==> config.mk <==
export PLATFORM = sky130hd
export DESIGN_NAME = nand_cmd_seq
export DESIGN_NICKNAME = d
export VERILOG_FILES = /design/src/rtl/nand_cmd_seq.sv
export SDC_FILE = /design/constraint.sdc
export NUM_CORES = 1
export LEC_CHECK = 0
export ABC_CLOCK_PERIOD_IN_PS = 2400
export CORE_ASPECT_RATIO = 1.25
export CORE_MARGIN = 2
export CORE_UTILIZATION = 58
export CTS_CLUSTER_DIAMETER = 120
export DETAILED_ROUTE_END_ITERATION = 16
export DONT_BUFFER_PORTS = 1
export PLACE_DENSITY_LB_ADDON = 0.08
export REMOVE_ABC_BUFFERS = 1
export SETUP_SLACK_MARGIN = 0.05
export SYNTH_ARGS = -nofsm -noshare
export SYNTH_HDL_FRONTEND = slang
export SYNTH_SLANG_ARGS = --single-unit
==> constraint.sdc <==
create_clock -name clk -period 2.4 [get_ports clk]
set_input_delay 0.24 -clock clk [delete_from_list [all_inputs] [get_ports clk]]
set_output_delay 0.24 -clock clk [all_outputs]
set_load 0.05 [all_outputs]
==> src/rtl/nand_cmd_seq.sv <==
module nand_cmd_seq #(
  parameter int PAGE_BYTES = 2048,
  parameter int CNT_W = 4,
  parameter int TMO_W = 16
)(
  input  logic             clk,
  input  logic             rst_n,
  input  logic             req_valid,
  output logic             req_ready,
  input  logic [7:0]       req_op,
  input  logic             req_has_col,
  input  logic [15:0]      req_col,
  input  logic             req_has_page,
  input  logic [23:0]      req_page,
  input  logic [CNT_W-1:0] we_low_cyc,
  input  logic [CNT_W-1:0] we_high_cyc,
  input  logic [TMO_W-1:0] rdy_tmo_cyc,
  output logic             done,
  output logic             timed_out,
  output logic             unknown_op,
  output logic             dir_read,
  output logic             nand_ce_n,
  output logic             nand_cle,
  output logic             nand_ale,
  output logic             nand_we_n,
  output logic [7:0]       nand_io,
  input  logic             nand_rb_n
);

  typedef enum logic [2:0] {S_IDLE, S_CEOFF, S_LOW, S_HIGH, S_WAIT} state_t;

  typedef struct packed {
    logic       known;
    logic       rd;
    logic       has_end;
    logic [7:0] endc;
    logic [2:0] na;
  } fmt_t;

  function automatic fmt_t lookup(input logic [7:0] op);
    fmt_t f;
    f = '{known: 1'b1, rd: 1'b0, has_end: 1'b0, endc: 8'h00, na: 3'd0};
    case (op)
      8'h00: begin f.rd = 1'b1; f.has_end = 1'b1; f.endc = 8'h30; f.na = 3'd5; end
      8'h05: begin f.rd = 1'b1; f.has_end = 1'b1; f.endc = 8'hE0; f.na = 3'd2; end
      8'h90: begin f.rd = 1'b1; f.na = 3'd1; end
      8'h70: f.rd = 1'b1;
      8'h80: f.na = 3'd5;
      8'h10, 8'h15, 8'hD0, 8'hFF: f.na = 3'd0;
      8'h85: f.na = 3'd2;
      8'h60: f.na = 3'd3;
      8'hEC: begin f.rd = 1'b1; f.na = 3'd1; end
      8'hEE: begin f.rd = 1'b1; f.na = 3'd1; end
      8'hEF: f.na = 3'd1;
      default: f.known = 1'b0;
    endcase
    return f;
  endfunction

  state_t           state;
  logic [7:0]       op_r;
  fmt_t             fmt_r;
  logic [39:0]      addr_r;
  logic             rel_r;
  logic [2:0]       step;
  logic [CNT_W-1:0] cnt;
  logic [TMO_W-1:0] tcnt;
  logic             ce_n_r, done_r, tmo_r, unk_r, dir_r;

  wire              is_oob   = (req_op == 8'h50);
  wire [7:0]        eff_op   = is_oob ? 8'h00 : req_op;
  wire [15:0]       eff_col  = req_col + (is_oob ? 16'(PAGE_BYTES) : 16'd0);
  wire              hold_op  = (eff_op == 8'h10) || (eff_op == 8'h15) || (eff_op == 8'hD0);
  wire              rel_op   = hold_op || (eff_op == 8'hFF);
  wire [39:0]       new_addr = req_has_col  ? {(req_has_page ? req_page : 24'h0), eff_col} :
                               req_has_page ? {16'h0, req_page} : 40'h0;
  fmt_t             nf;
  assign nf = lookup(eff_op);

  wire [CNT_W-1:0]  lo_lim    = (we_low_cyc  == '0) ? CNT_W'(1) : we_low_cyc;
  wire [CNT_W-1:0]  hi_lim    = (we_high_cyc == '0) ? CNT_W'(1) : we_high_cyc;
  wire [2:0]        last_step = fmt_r.na + {2'b00, fmt_r.has_end};
  wire [2:0]        aidx      = step - 3'd1;
  wire [39:0]       ashift    = addr_r >> {aidx, 3'b000};
  wire              in_cyc    = (state == S_LOW) || (state == S_HIGH);
  wire              is_addr   = (step != 3'd0) && (step <= fmt_r.na);
  wire [7:0]        cur_byte  = (step == 3'd0) ? op_r : (is_addr ? ashift[7:0] : fmt_r.endc);

  assign req_ready  = (state == S_IDLE);
  assign nand_cle   = in_cyc && !is_addr;
  assign nand_ale   = in_cyc && is_addr;
  assign nand_we_n  = (state != S_LOW);
  assign nand_io    = in_cyc ? cur_byte : 8'h00;
  assign nand_ce_n  = ce_n_r;
  assign done       = done_r;
  assign timed_out  = tmo_r;
  assign unknown_op = unk_r;
  assign dir_read   = dir_r;

  always_ff @(posedge clk or negedge rst_n) begin
    if (!rst_n) begin
      state  <= S_IDLE;
      op_r   <= 8'h00;
      fmt_r  <= '0;
      addr_r <= '0;
      rel_r  <= 1'b0;
      step   <= 3'd0;
      cnt    <= '0;
      tcnt   <= '0;
      ce_n_r <= 1'b1;
      done_r <= 1'b0;
      tmo_r  <= 1'b0;
      unk_r  <= 1'b0;
      dir_r  <= 1'b0;
    end else begin
      done_r <= 1'b0;
      case (state)
        S_IDLE: if (req_valid) begin
          op_r   <= eff_op;
          fmt_r  <= nf;
          addr_r <= new_addr;
          rel_r  <= rel_op;
          step   <= 3'd0;
          cnt    <= '0;
          tcnt   <= '0;
          if (hold_op) begin
            ce_n_r <= 1'b0;
            state  <= S_LOW;
          end else begin
            ce_n_r <= 1'b1;
            state  <= S_CEOFF;
          end
        end
        S_CEOFF: begin
          ce_n_r <= 1'b0;
          state  <= S_LOW;
        end
        S_LOW: if (cnt == lo_lim - CNT_W'(1)) begin
          cnt   <= '0;
          state <= S_HIGH;
        end else begin
          cnt <= cnt + CNT_W'(1);
        end
        S_HIGH: if (cnt == hi_lim - CNT_W'(1)) begin
          cnt <= '0;
          if (step == last_step) begin
            state <= S_WAIT;
          end else begin
            step  <= step + 3'd1;
            state <= S_LOW;
          end
        end else begin
          cnt <= cnt + CNT_W'(1);
        end
        S_WAIT: if (nand_rb_n || (tcnt == rdy_tmo_cyc)) begin
          state  <= S_IDLE;
          done_r <= 1'b1;
          tmo_r  <= !nand_rb_n;
          unk_r  <= !fmt_r.known;
          dir_r  <= fmt_r.rd;
          if (rel_r || !nand_rb_n) ce_n_r <= 1'b1;
        end else begin
          tcnt <= tcnt + TMO_W'(1);
        end
        default: state <= S_IDLE;
      endcase
    end
  end

endmodule

Yosys cells after proc, flatten, opt, wreduce, memory -nomap -nowiden:

Cells that the tools add are included.

* bits in registers: 94
* output and inout port bits: 17

* order comparisons: 1
* shift operators: 1
* add/subtract/negate cells: 8
* reductions and logical operators: 34
* mux-type cells: 39
* equal/unequal tests: 30

Operators with widths (number)
* $eq 8x8->1 const B: 8
* $mux 24: 2
* $mux 40: 1
* $shr 40x6->8: 1
* $mux 16: 2
* $mux 8: 4
* $pmux 16 s2: 1
* $eq 8x7->1 const B: 3
* $mux 3: 8
* $mux 4: 5
* $pmux 9 s2: 1
* $add 16x1->16 const B: 1
* $add 16x12->16: 1
* $eq 16x16->1: 1
* $eq 8x5->1 const B: 2
* $pmux 3 s5: 1
* $reduce_or 14->1: 1
* $mux 12: 1
* $pmux 3 s4: 1
* $pmux 4 s3: 1
* $reduce_and 4->1: 3
* $ne 2x2->1 const B: 5
* $reduce_bool 3->1: 3
* $eq 4x4->1: 2
* other kinds (29): 54

Logic depth before layout (Yosys ltp):

* word-level depth: 8
* gate-level depth with buffers: 10

Worst setup path before layout:

Ideal clock, no wire load.

* path type: register to output
* start: register step[0]
* end: output nand_io[4]
* buffers on the path: 2
* arrival time: 2.892 ns
* slack: -0.732 ns
* required time: 2.160 ns
* stages on the path, launching flop included: 11
* path through: dfrtp_1 buf_2 inv_1 ha_1 clkbuf_1 inv_1 nor2_1 nand2_1 o211ai_1 o211ai_1 a21oi_1

* cells in the longest elaborated chain, start to end: 5

RTL lines
* from (decl): RTL line 65 `logic [2:0] step;`
* from (signal assigned): RTL line 149 `step <= step + 3'd1;`
* $sub 3x1->3 (tied with other cells): RTL line 83 `wire [2:0] aidx = step - 3'd1;`
* $shr 40x6->8 / $logic_and 1x1->1 (equally long branches): RTL line 84, 86
* $mux 8: RTL line 87 `wire [7:0] cur_byte = (step == 3'd0) ? op_r : (is_addr ? ashift[7:0] : fmt_r.endc);`
* $mux 8 (*): RTL line 87
* $mux 8 (*): RTL line 93 `assign nand_io = in_cyc ? cur_byte : 8'h00;`
* to (decl): RTL line 26 `output logic [7:0] nand_io,`

Mark *: on every way between the ends. The rest lies on a longest branch, timed or not.

Worst setup path in the final report:

* start: register fmt_r[1] (netlist bit)
* end: output nand_io[7]

* cells in the longest elaborated chain, start to end: 5

RTL lines
* from (decl): RTL line 62 `fmt_t fmt_r;`
* from (signal assigned): RTL line 120 `fmt_r <= nf;`
* $le 3x3->1: RTL line 86 `wire is_addr = (step != 3'd0) && (step <= fmt_r.na);`
* $logic_and 1x1->1: RTL line 86
* $mux 8 (2 in a row): RTL line 87
* $mux 8: RTL line 93

Every way passes these cells.

==> impl_metrics.tcl <==
set metrics [dict create \
    period_needed_ps 2460 \
    ys_seq_area_share_pct 40.6 \
    p_leak_nw 2.82 \
    criticalPathCategory "register to output port" \
    startpoint_type "register" \
    syn-cell-area_sq_um 5420 \
    max_stage_delay_ps 400 \
    violations "setup timing" \
    start_util_pct 59.4 \
    cts_buffers 9 \
    finalNetCount 724 \
    status "finished with violations" \
    grt_pass1_vias 4529 \
    cts_tree "done" \
    holdWs_ps 2.90 \
    synth_edf_count 0 \
    routed_wl_microns 12900 \
    place_congestion 0.868 \
    hold_class "input pin to register" \
    place_inst 738 \
    syn_inst 630 \
    multi_input_area_sq_um 3040 \
    clkTransAtPathRegs_ps 60 \
    finalHoldViolations 0 \
    port_buffers 0 \
    grt-ovfl-total 0 \
    power_per_cell_area_nw_per_um2 1180 \
    ys_top_cells_by_count "nand2_1 (126), dfrtp_1 (87), nor2_1 (70)" \
    irDropWorstVdd_uv 942 \
    dpl_worst_slack_ps 211 \
    yosys.area.top_type "dfrtp_1" \
    dr.pass1.iters 4 \
    endpoint_kind "output port" \
    io_pins 95 \
    setup_viol 1 \
    grt_antenna_before_repair 0 \
    ys_types 60 \
    stdcell_count 762 \
    path_buf_inv 3 \
    synth_top_area_share_pct 40.2 \
    ys_ff_latch 88 \
    max_freq_mhz 407 \
    drv_slew 0 \
    syn_avg_cell_area_sq_um 8.61 \
    rsz0062_at_grt "true" \
    ys_warn_count 0 \
    path_cells "inv_2, ha_4, nor2b_4, o21a_1, o21ai_2, buf_6, o21a_1, a22oi_1, nor2_1, buf_6" \
    via_count 4568 \
    slowest_stage "dfrtp_1" \
    clk_latency_ps 350 \
    cp.arrival_ps 2220 \
    wire_per_inst_microns 17.0 \
    dp_hpwl_microns 9140 \
    synth_area_leaders "dfrtp_1 (40%), nand2_1 (8.7%), nor2_1 (4.8%)" \
    antenna_cells 0 \
    fin_skew_ps 4.25 \
    synth.most_common_cell "nand2_1" \
    htree_levels 3 \
    avgViaCountPerCell 5.99 \
    drtIter0Drc 253 \
    crit_required_ps 2160 \
    path_max_fanout 8 \
    grtUsageTotal_pct 26.8 \
    drc 0 \
    clockRootBuffer "clkbuf_16" \
    drive_gt1_share_pct 15.5 \
    grt_pass1_wl_microns 21900 \
    syn_to_final_growth_pct 13.3 \
    grt_max_degree 89 \
    antenna_left 0 \
    synth_flop_cell "dfrtp_1" \
    worst_slew_pin_slew_ps 603 \
    die-area_sq_um 10100 \
    die_y_microns 112 \
    period_share_pct 102 \
    rows 39 \
    seq_area_sq_um 2200 \
    synthArstFlopShare_pct 100 \
    core_area_sq_um 9130 \
    cap_violations 0 \
    die_w_microns 90.5 \
    fin_ws_ps -55.2 \
    cts_sinks 88 \
    fill_cells 769 \
    clockBufferDepth 2 \
    critical-path-top-delay-family "compound AO/OA/AOI/OAI gates" \
    maxSlewHeadroom_pct 59.8 \
]
-- final cells by class --
type                            count  area share (%)
Tap cell                          123            2.51
Clock inverter                      3            1.06
Inverter                           13           0.794
Multi-Input combinational cell    483            49.5
Timing Repair Buffer               39            6.07
Sequential cell                    88            35.9
Clock buffer                       13            4.24
-- worst paths after layout --
check                          start    endpoint  slack (ps)  cells after the start
max                         fmt_r[1]  nand_io[7]         -60                     10
min                        req_op[3]     op_r[3]           3                      2
max reg2reg                 fmt_r[0]     step[1]         250                      8
min reg2reg                fmt_r[13]  unknown_op         460                      1
max in group asynchronous      rst_n     step[1]        1540                      2
min in group asynchronous      rst_n     tcnt[8]         440                      2
-- where the power goes --
group          switching (mW)  internal, mW
Sequential              0.360          1.91
Combinational            2.00          1.42
Clock                   0.573         0.968
Total                    2.93          4.29
-- layout by cell type, fill, tap and decap left out, types with 5 or more instances in the layout --
master	n
nand4_1	10
nand2b_1	5
clkbuf_16	9
mux2_2	9
inv_1	9
nand3_1	38
nor4_1	12
xor2_1	27
ha_1	10
o21ai_0	17
o211ai_1	9
nor2_1	69
a22oi_1	6
nand2_1	124
buf_6	8
nor2b_1	8
a21oi_1	14
dfrtp_1	86
o31ai_1	8
mux4_2	8
nor3_1	7
xnor2_1	9
a221oi_1	19
buf_4	26
-- layer usage --
layer  up-vias  global-route usage (%)  routed length (microns)
met3        18                    6.51                      661
met2       107                    45.5                     6610
li1       2229                       -                        -
met5         -                       0                        0
met4         0                    9.85                      228
met1      2214                    33.4                     5450
-- registers in the layout, indices dropped and copies added, names as in the netlist, 3 cells and up --
| register | count |
|---|---|
| tcnt | 16 |
| step | 3 |
| state | 3 |
| cnt | 4 |
| fmt_r | 8 |
| addr_r | 40 |
| op_r | 8 |
-- logic make-up after synthesis --
kind of cell / count (synthesis) / share of synthesized area (%)
and+or+nand+nor: 303 / 25.3
muxes: 22 / 6.14
DFF: 88 / 40.6
AOI/OAI and AO/OA: 110 / 14.8
xor gates and xnor gates: 36 / 5.82
buffers and inverters: 59 / 4.52
adders and majority gates: 12 / 2.77
-- repair_timing --
action                                 in CTS  in global routing
pin swaps                                   5                 14
buffers inserted                            3                  2
endpoints found under the hold margin      89                  0
setup endpoints to repair                  10                 10
hold buffers                                3                  0
resized for setup                          11                 13
gates cloned                                0                  0
-- stage by stage --
stage	util, %	setup TNS, ps	total power [mW]	area [sq um]
floorplan	-	-85600	4.44	5230
global placement	61.9	0	5.35	5650
detailed placement	61.9	0	5.41	5650
CTS	66.7	-431	7.14	6090
global route	67.3	-754	7.70	6140
finish	67.3	-55.2	7.22	6140
Power figures use the tool's default switching activity.
